**src/rtl/zcr_pkg.sv**
```systemverilog
package zcr_pkg;
  typedef enum logic [1:0] {
    CMD_NONE  = 2'd0,
    CMD_READ  = 2'd1,
    CMD_IDENT = 2'd2
  } cmd_e;

  typedef enum logic {
    MODE_ARRAY = 1'b0,
    MODE_IDENT = 1'b1
  } mode_e;

  localparam logic [7:0] OP_READ  = 8'h00;
  localparam logic [7:0] OP_IDENT = 8'h90;
  localparam logic [7:0] CODE_MFR = 8'h89;
  localparam logic [7:0] CODE_DEV = 8'hB4;
endpackage

```
**src/rtl/zcr_bus_capture.sv**
```systemverilog
module zcr_bus_capture #(
  parameter int AW = 20
) (
  input  logic          clk,
  input  logic          rst_ni,
  input  logic          we_n,
  input  logic          ce_n,
  input  logic          wp_sw,
  input  logic          vpp_ok,
  input  logic [AW-1:0] bus_addr,
  output logic          wr_stb,
  output logic [AW-1:0] wr_addr
);
  // switch forces the internal strobe inactive
  logic we_int, we_q;
  logic fall, rise;
  logic armed_q, armed_d;
  logic [AW-1:0] addr_q, addr_d;

  assign we_int = we_n | wp_sw;
  assign fall   = we_q & ~we_int;
  assign rise   = ~we_q & we_int;

  always_comb begin
    armed_d = armed_q;
    addr_d  = addr_q;
    if (!vpp_ok) begin
      armed_d = 1'b0;
    end else if (fall) begin
      armed_d = ~ce_n;
      if (!ce_n) addr_d = bus_addr;
    end else if (rise) begin
      armed_d = 1'b0;
    end
  end

  always_ff @(posedge clk or negedge rst_ni) begin
    if (!rst_ni) begin
      we_q    <= 1'b1;
      armed_q <= 1'b0;
      addr_q  <= '0;
    end else begin
      we_q    <= we_int;
      armed_q <= armed_d;
      addr_q  <= addr_d;
    end
  end

  assign wr_stb  = rise & armed_q & ~wp_sw & vpp_ok;
  assign wr_addr = addr_q;
endmodule

```
**src/rtl/zcr_cmd_decode.sv**
```systemverilog
module zcr_cmd_decode
  import zcr_pkg::*;
(
  input  logic [15:0] wdata,
  input  logic        wide,
  output cmd_e        cmd
);
  logic lanes_ok;

  // word-wide commands carry the same opcode in both byte lanes
  assign lanes_ok = !wide || (wdata[15:8] == wdata[7:0]);

  always_comb begin
    cmd = CMD_NONE;
    if (lanes_ok) begin
      unique case (wdata[7:0])
        OP_READ:  cmd = CMD_READ;
        OP_IDENT: cmd = CMD_IDENT;
        default:  cmd = CMD_NONE;
      endcase
    end
  end
endmodule

```
**src/rtl/zcr_zone_match.sv**
```systemverilog
module zcr_zone_match #(
  parameter int AW       = 20,
  parameter int ZONE_LSB = 17,
  parameter int ZONE_IDX = 3
) (
  input  logic [AW-1:0] addr,
  input  logic          wide,
  output logic          hit
);
  localparam int ZW = AW - ZONE_LSB;
  localparam logic [ZW-1:0] ZID = ZW'(ZONE_IDX);

  logic [ZW-1:0] zfield;
  logic          hit_byte, hit_word;

  assign zfield   = addr[AW-1:ZONE_LSB];
  assign hit_byte = (zfield == ZID);

  generate
    if (ZW > 1) begin : g_pair
      assign hit_word = (zfield[ZW-1:1] == ZID[ZW-1:1]);
    end else begin : g_single
      assign hit_word = 1'b1;
    end
  endgenerate

  assign hit = wide ? hit_word : hit_byte;
endmodule

```
**src/rtl/zcr_id_mux.sv**
```systemverilog
module zcr_id_mux
  import zcr_pkg::*;
#(
  parameter int OW = 17
) (
  input  mode_e         mode,
  input  logic          wide,
  input  logic [OW-1:0] offset,
  input  logic [15:0]   array_rdata,
  output logic [15:0]   rdata
);
  logic [7:0] code;

  always_comb begin
    if (offset == OW'(0))      code = CODE_MFR;
    else if (offset == OW'(2)) code = CODE_DEV;
    else                       code = 8'h00;
  end

  always_comb begin
    if (mode == MODE_ARRAY) rdata = array_rdata;
    else                    rdata = {(wide ? code : 8'h00), code};
  end
endmodule

```
**src/rtl/zone_cmd_reg.sv**
```systemverilog
module zone_cmd_reg
  import zcr_pkg::*;
#(
  parameter int AW       = 20,
  parameter int ZONE_LSB = 17,
  parameter int ZONE_IDX = 3
) (
  input  logic          clk,
  input  logic          rst_n,
  input  logic          vpp_ok,
  input  logic          wp_sw,
  input  logic          wide,
  input  logic          ce_n,
  input  logic          we_n,
  input  logic [AW-1:0] bus_addr,
  input  logic [15:0]   bus_wdata,
  input  logic [15:0]   array_rdata,
  output logic [15:0]   rdata,
  output logic          mode_id
);
  logic rst_s1, rst_s2;
  logic wr_stb, zone_hit, cmd_en;
  logic [AW-1:0] wr_addr;
  cmd_e  cmd;
  mode_e mode_q, mode_d;

  // reset asserts at once, releases on the clock
  always_ff @(posedge clk or negedge rst_n) begin
    if (!rst_n) begin
      rst_s1 <= 1'b0;
      rst_s2 <= 1'b0;
    end else begin
      rst_s1 <= 1'b1;
      rst_s2 <= rst_s1;
    end
  end

  zcr_bus_capture #(.AW(AW)) cap_i (
    .clk(clk), .rst_ni(rst_s2), .we_n(we_n), .ce_n(ce_n),
    .wp_sw(wp_sw), .vpp_ok(vpp_ok), .bus_addr(bus_addr),
    .wr_stb(wr_stb), .wr_addr(wr_addr)
  );

  zcr_zone_match #(.AW(AW), .ZONE_LSB(ZONE_LSB), .ZONE_IDX(ZONE_IDX)) zm_i (
    .addr(wr_addr), .wide(wide), .hit(zone_hit)
  );

  zcr_cmd_decode dec_i (
    .wdata(bus_wdata), .wide(wide), .cmd(cmd)
  );

  assign cmd_en = wr_stb & zone_hit;

  always_comb begin
    mode_d = mode_q;
    if (!vpp_ok) begin
      mode_d = MODE_ARRAY;
    end else if (cmd_en) begin
      unique case (cmd)
        CMD_READ:  mode_d = MODE_ARRAY;
        CMD_IDENT: mode_d = MODE_IDENT;
        default:   mode_d = mode_q;
      endcase
    end
  end

  always_ff @(posedge clk or negedge rst_s2) begin
    if (!rst_s2) mode_q <= MODE_ARRAY;
    else         mode_q <= mode_d;
  end

  zcr_id_mux #(.OW(ZONE_LSB)) mux_i (
    .mode(mode_q), .wide(wide), .offset(bus_addr[ZONE_LSB-1:0]),
    .array_rdata(array_rdata), .rdata(rdata)
  );

  assign mode_id = (mode_q == MODE_IDENT);
endmodule

```
**config.mk**
```make
export PLATFORM = sky130hd
export DESIGN_NAME = zone_cmd_reg
export DESIGN_NICKNAME = d
export VERILOG_FILES = /design/src/rtl/zcr_pkg.sv /design/src/rtl/zcr_bus_capture.sv /design/src/rtl/zcr_cmd_decode.sv /design/src/rtl/zcr_zone_match.sv /design/src/rtl/zcr_id_mux.sv /design/src/rtl/zone_cmd_reg.sv
export SDC_FILE = /design/constraint.sdc
export NUM_CORES = 1
export LEC_CHECK = 0
export BUFFER_PORTS_ARGS = -buffer_cell sky130_fd_sc_hd__buf_2
export CAP_MARGIN = 20
export CORE_ASPECT_RATIO = 1.25
export CORE_MARGIN = 2
export CORE_UTILIZATION = 30
export CTS_BUF_LIST = sky130_fd_sc_hd__clkbuf_16
export CTS_CLUSTER_SIZE = 12
export DETAILED_ROUTE_END_ITERATION = 10
export PLACE_DENSITY = 0.75
export SLEW_MARGIN = 20
export SYNTH_ARGS = -nofsm -noshare
export SYNTH_HDL_FRONTEND = slang
export SYNTH_SLANG_ARGS = --single-unit
```
**constraint.sdc**
```tcl
create_clock -name clk -period 1.2 [get_ports clk]
set_input_delay 0.06 -clock clk [delete_from_list [all_inputs] [get_ports clk]]
set_output_delay 0.06 -clock clk [all_outputs]
set_load 0.1 [all_outputs]
```
# --- Word level (Yosys, flattened, before mapping) ---
# Cells that the tools add are included.
totals:
  register_bits: 25
  inputBits: 59
  output_inout_bits: 17
  elab_cells: 46
op_classes:
  n_eq_ne: 10
  mux: 13
  bitwise: 11
  n_reduce_logical: 6
op_table:
  columns: ["op", "count"]
  rows:
  - ["$mux 8", 3]
  - ["$eq 17x2->1 const B", 1]
  - ["$logic_not 17->1", 1]
  - ["$mux 16", 1]
  - ["$eq 8x8->1", 1]
  - ["$eq 8x8->1 const B", 1]
  - ["$logic_not 8->1", 1]
  - ["$and 1x1->1", 6]
  - ["$mux 1", 6]
  - ["$ne 3x1->1 const B", 2]
  - ["$eq 2x1->1 const B", 2]
  - ["$not 1->1", 4]
  - ["$pmux 2 s2", 1]
  - ["$eq 3x2->1 const B", 1]
  - ["$reduce_and 3->1", 1]
  - ["$eq 2x2->1 const B", 1]
  - ["$mux 2", 1]
  - ["$ne 2x1->1 const B", 1]
  - ["$pmux 1 s2", 1]
  - ["$reduce_and 2->1", 1]
  - ["$logic_not 1->1", 1]
  - ["$logic_or 1x1->1", 1]
  - ["$or 1x1->1", 1]

# --- Depth between registers and ports, before layout ---
depth:
  ltp_word: 8
  ltp_mapped: 5
  depth_no_buf: 5

# --- Hierarchy ---
# From an unflattened synthesis, not the netlist that was laid out.
unflattened:
  hier_cells: 120
  area_unflattened_um2: 1420.1
by_module_without_submodules:
  columns: ["mod", "n_inst", "cells_each", "area_per_inst_um2", "seq_area_each_um2"]
  rows:
  - ["zcr_bus_capture", 1, 51, 935.9, 551.8]
  - ["zcr_id_mux", 1, 41, 241.5, 0.0]
  - ["zcr_cmd_decode", 1, 17, 118.9, 0.0]
  - ["zone_cmd_reg", 1, 9, 107.6, 75.1]
  - ["zcr_zone_match", 1, 2, 16.3, 0.0]

# --- Least setup slack after synthesis ---
# Ideal clock, no wire load.
synth_timing:
  kind: "register to output"
  from: "register mode_q, in the netlist mode_id"
  to: "output rdata[11]"
  arrival_ns: 3.133
  required_time_ns: 1.140
  setup_slack_ns: -1.993
  stages_incl_launch_ff: 5
  path_buffers: 0
  path_cell_list: "dfrtp_1 nand4_1 nor4_4 nand2_2 o2bb2ai_1"
synth_via:
  elab_chain_len: 1
synth_lines:
  columns: ["element", "line_no", "text"]
  rows:
  - ["from (decl)", "zone_cmd_reg.sv:25", "mode_e mode_q, mode_d;"]
  - ["from (signal assigned)", "zone_cmd_reg.sv:69", "else mode_q <= mode_d;"]
  - ["$mux 16", "zcr_id_mux.sv:21", "if (mode == MODE_ARRAY) rdata = array_rdata;"]
  - ["to (decl)", "zone_cmd_reg.sv:18", "output logic [15:0] rdata,"]
# No other way between the ends.

# --- Worst setup path in the final report ---
layout_timing:
  from: "register mode_q, in the netlist mode_id"
  to: "output rdata[0]"
# Same word-level chain as after synthesis.

==> results.json <==
{
  "status": "finished, violations left",
  "violations": "negative setup slack",
  "cp.required_ps": 1140,
  "cts_max_level": 1,
  "final_cell_mix": "buf_2 (58), buf_12 (18), inv_1 (12)",
  "place_ws_ps": -524.9,
  "drcViolationCount": 0,
  "dieHeight_microns": 56.96,
  "crit_path_start_kind": "flip-flop",
  "cts_sinks": 8,
  "num_rows": 19,
  "wl_met1_mm": 1.049,
  "p_switching_uw": 509.3,
  "ys_seq_elements": 8,
  "first_pass_iters": 5,
  "drive_gt1_share_pct": 72.25,
  "swShare_pct": 33.44,
  "clock-root-buffer": "clkbuf_16",
  "grt_setup_unrepaired": "yes",
  "yosys_warnings": 0,
  "reg2reg_slack_ps": -290,
  "seq_area_frac_synth_pct": 29.93,
  "power_density_mw_per_mm2": 826.5,
  "synth_fp_nets": 136,
  "fmax_ghz": 0.6090,
  "cp.arrival_ps": 1580,
  "grt_first_pass_wirelength_mm": 5.064,
  "syn_to_final_growth_pct": 173.8,
  "endpoint_kind": "primary output",
  "critPathMaxFanout": 5,
  "route.vias.total": 1040,
  "final_max_slew_viol_count": 0,
  "synth_cell_types": 29,
  "wl_per_cell_microns": 17.32,
  "n_fill_cell": 109,
  "vias_per_cell": 5.098,
  "p_int_mw": 1.014,
  "finalClockSkew_ps": 3.559,
  "hold_path_depth": 2,
  "grt_usage_pct": 27.31,
  "antenna_left": 0,
  "io_buffers": 75,
  "antenna_cells": 0,
  "final_nets": 233,
  "grt-ovfl-total": 0,
  "setup_violations": 21,
  "synth_cells": 77,
  "r2r-end": "mode_id",
  "timing.rr.start": "cap_i.we_q",
  "period_needed_ps": 1642,
  "grt_start_max_net_pins": 11,
  "drt_iter0_markers": 16,
  "hold_start": "bus_addr[19]",
  "gp_congestion": 0.8130,
  "final_cells": 204,
  "synthesis.area_sq_um": 673.1,
  "p_clk_share_pct": 36.8,
  "met3_length_microns": 203,
  "num_io_pins": 76,
  "drv_cap": 0,
  "highest_layer": "met4",
  "hp-class": "primary input to flip-flop",
  "holdPathEnd": "cap_i.wr_addr[19]",
  "grt_pass1_vias": 1116,
  "clockBufferDepth": 2,
  "wirelength_mm": 3.533,
  "setup_slack_ps": -442.1,
  "dp.cells": 192,
  "vdd_ir_drop_max_v": 0.001048,
  "finalHoldViolCount": 0,
  "pwr-share-comb_pct": 41.9,
  "leakage_nw": 0.8806,
  "final_common_cell": "buf_2",
  "dieArea_sq_mm": 0.002641,
  "crit_type": "flip-flop to primary output",
  "pwr-share-seq_pct": 21.3,
  "r2r.worst_path.cells": 4,
  "die_x_microns": 46.37,
  "antenna_found_initial": 0,
  "dp_hpwl_mm": 2.348,
  "cts.clk_slew.worst_paths_ps": 40,
  "core_area_sq_mm": 0.002163,
  "route.met2.wl_mm": 2.080,
  "postSynthAreaPerCell_sq_um": 8.742,
  "cts_buffers": 3,
  "tritoncts": "done",
  "clk_latency_ps": 230,
  "fin_tns_setup_ps": -7177,
  "finalPower_mw": 1.523,
  "start_util_pct": 31.12,
  "post-route-period-util_pct": 136.8
}
[registers in the layout, summed over array words and instances (netlist names)]
| signal | cells |
|---|---|
| cap_i.armed_q | 1 |
| rst_s1 | 1 |
| mode_id | 1 |
| cap_i.we_q | 1 |
| rst_s2 | 1 |
| cap_i.wr_addr | 3 |
[routing by layer]
layer  vias up  global-route usage (%)
met2        54                   54.56
met5         -                       0
met1       501                   23.17
met3        22                   4.747
li1        463                       -
met4         0                   13.88
[synth_stat cells (all sizes together)]
cell type | instances | area share [%]
o21ai | 10 | 7.4
o2bb2ai | 2 | 2.6
nor2 | 2 | 1.1
inv | 11 | 6.1
xor2 | 8 | 10
dfstp | 1 | 3.9
conb | 1 | 0.56
or4 | 1 | 1.7
o211ai | 2 | 2.2
mux2 | 3 | 5.0
a2111oi | 1 | 4.1
nand4 | 1 | 0.93
nor4b | 1 | 1.3
nand3 | 2 | 1.5
dfrtp | 7 | 26
nand2b | 1 | 0.93
nand4b | 2 | 2.6
and2 | 1 | 0.93
a21o | 1 | 1.1
mux2i | 1 | 1.5
xnor2 | 1 | 1.3
clkbuf | 1 | 0.56
nor4 | 6 | 8.7
nor2b | 4 | 3.7
nand2 | 6 | 3.7
[worst max path at each step]
stage,start,to,slack [ps],depth (start not counted)
after global routing,mode_id,rdata[8],-500,6
final,mode_id,rdata[0],-440,7
after CTS,mode_id,rdata[12],-480,7
after global placement,bus_addr[5],rdata[5],-470,6
after detailed placement,bus_addr[5],rdata[5],-520,6
after floorplan,mode_id,rdata[11],-660,4
[power by group through the flow]
stage	sequential (mW)	combinational, mW	clock, mW
finish	0.324	0.638	0.561
CTS	0.325	0.621	0.574
floorplan	0.320	0.329	0
global placement	0.324	0.593	0
detailed placement	0.328	0.609	0
global route	0.330	0.662	0.587
[stage by stage]
stage / cell area [sq um] / hold WS, ps / util, %
CTS: 1788 / 62.44 / 82.65
global placement: 1574 / -154.4 / 72.76
floorplan: 837.1 / -235.6 / -
finish: 1843 / 62.15 / 85.19
detailed placement: 1574 / -147.5 / 72.76
global route: 1843 / 68.19 / 85.19
[cell type report]
type / count / area, sq um / share of cell area [%]
Clock buffer: 3 / 75.07 / 4.073
Timing Repair Buffer: 93 / 833.3 / 45.21
Sequential cell: 8 / 205.2 / 11.13
Clock inverter: 1 / 3.754 / 0.2037
Multi-Input combinational cell: 57 / 645.6 / 35.03
Inverter: 11 / 41.29 / 2.240
Tap cell: 31 / 38.79 / 2.105
[worst max-delay path, stage by stage, from the launching register on]
cell and delay (ps):
dfrtp_4 400, nand4_1 140, nor4_4 190, buf_6 180
buf_6 110, nand2b_4 70, o21ai_4 70, buf_12 190
[cell families (layout without fill, tap and decap cells)]
kind of cell / Yosys count / after routing / synth area share (%)
xor gates and xnor gates: 9 / 9 / 11.71
AOI/OAI and AO/OA: 16 / 16 / 17.47
and+or+nand+nor: 27 / 27 / 27.14
other: 1 / 1 / 0.5571
muxes: 4 / 4 / 6.505
buffers and inverters: 12 / 108 / 6.691
DFF: 8 / 8 / 29.93
[repair_timing]
action,in CTS,in global routing
gates resized for setup,13,8
hold buffers,1,0
setup buffers,6,2
endpoints found under the setup margin,21,21
cloned,0,1
pin swaps,2,5
hold endpoints to repair,2,0
Power figures use the tool's default switching activity.
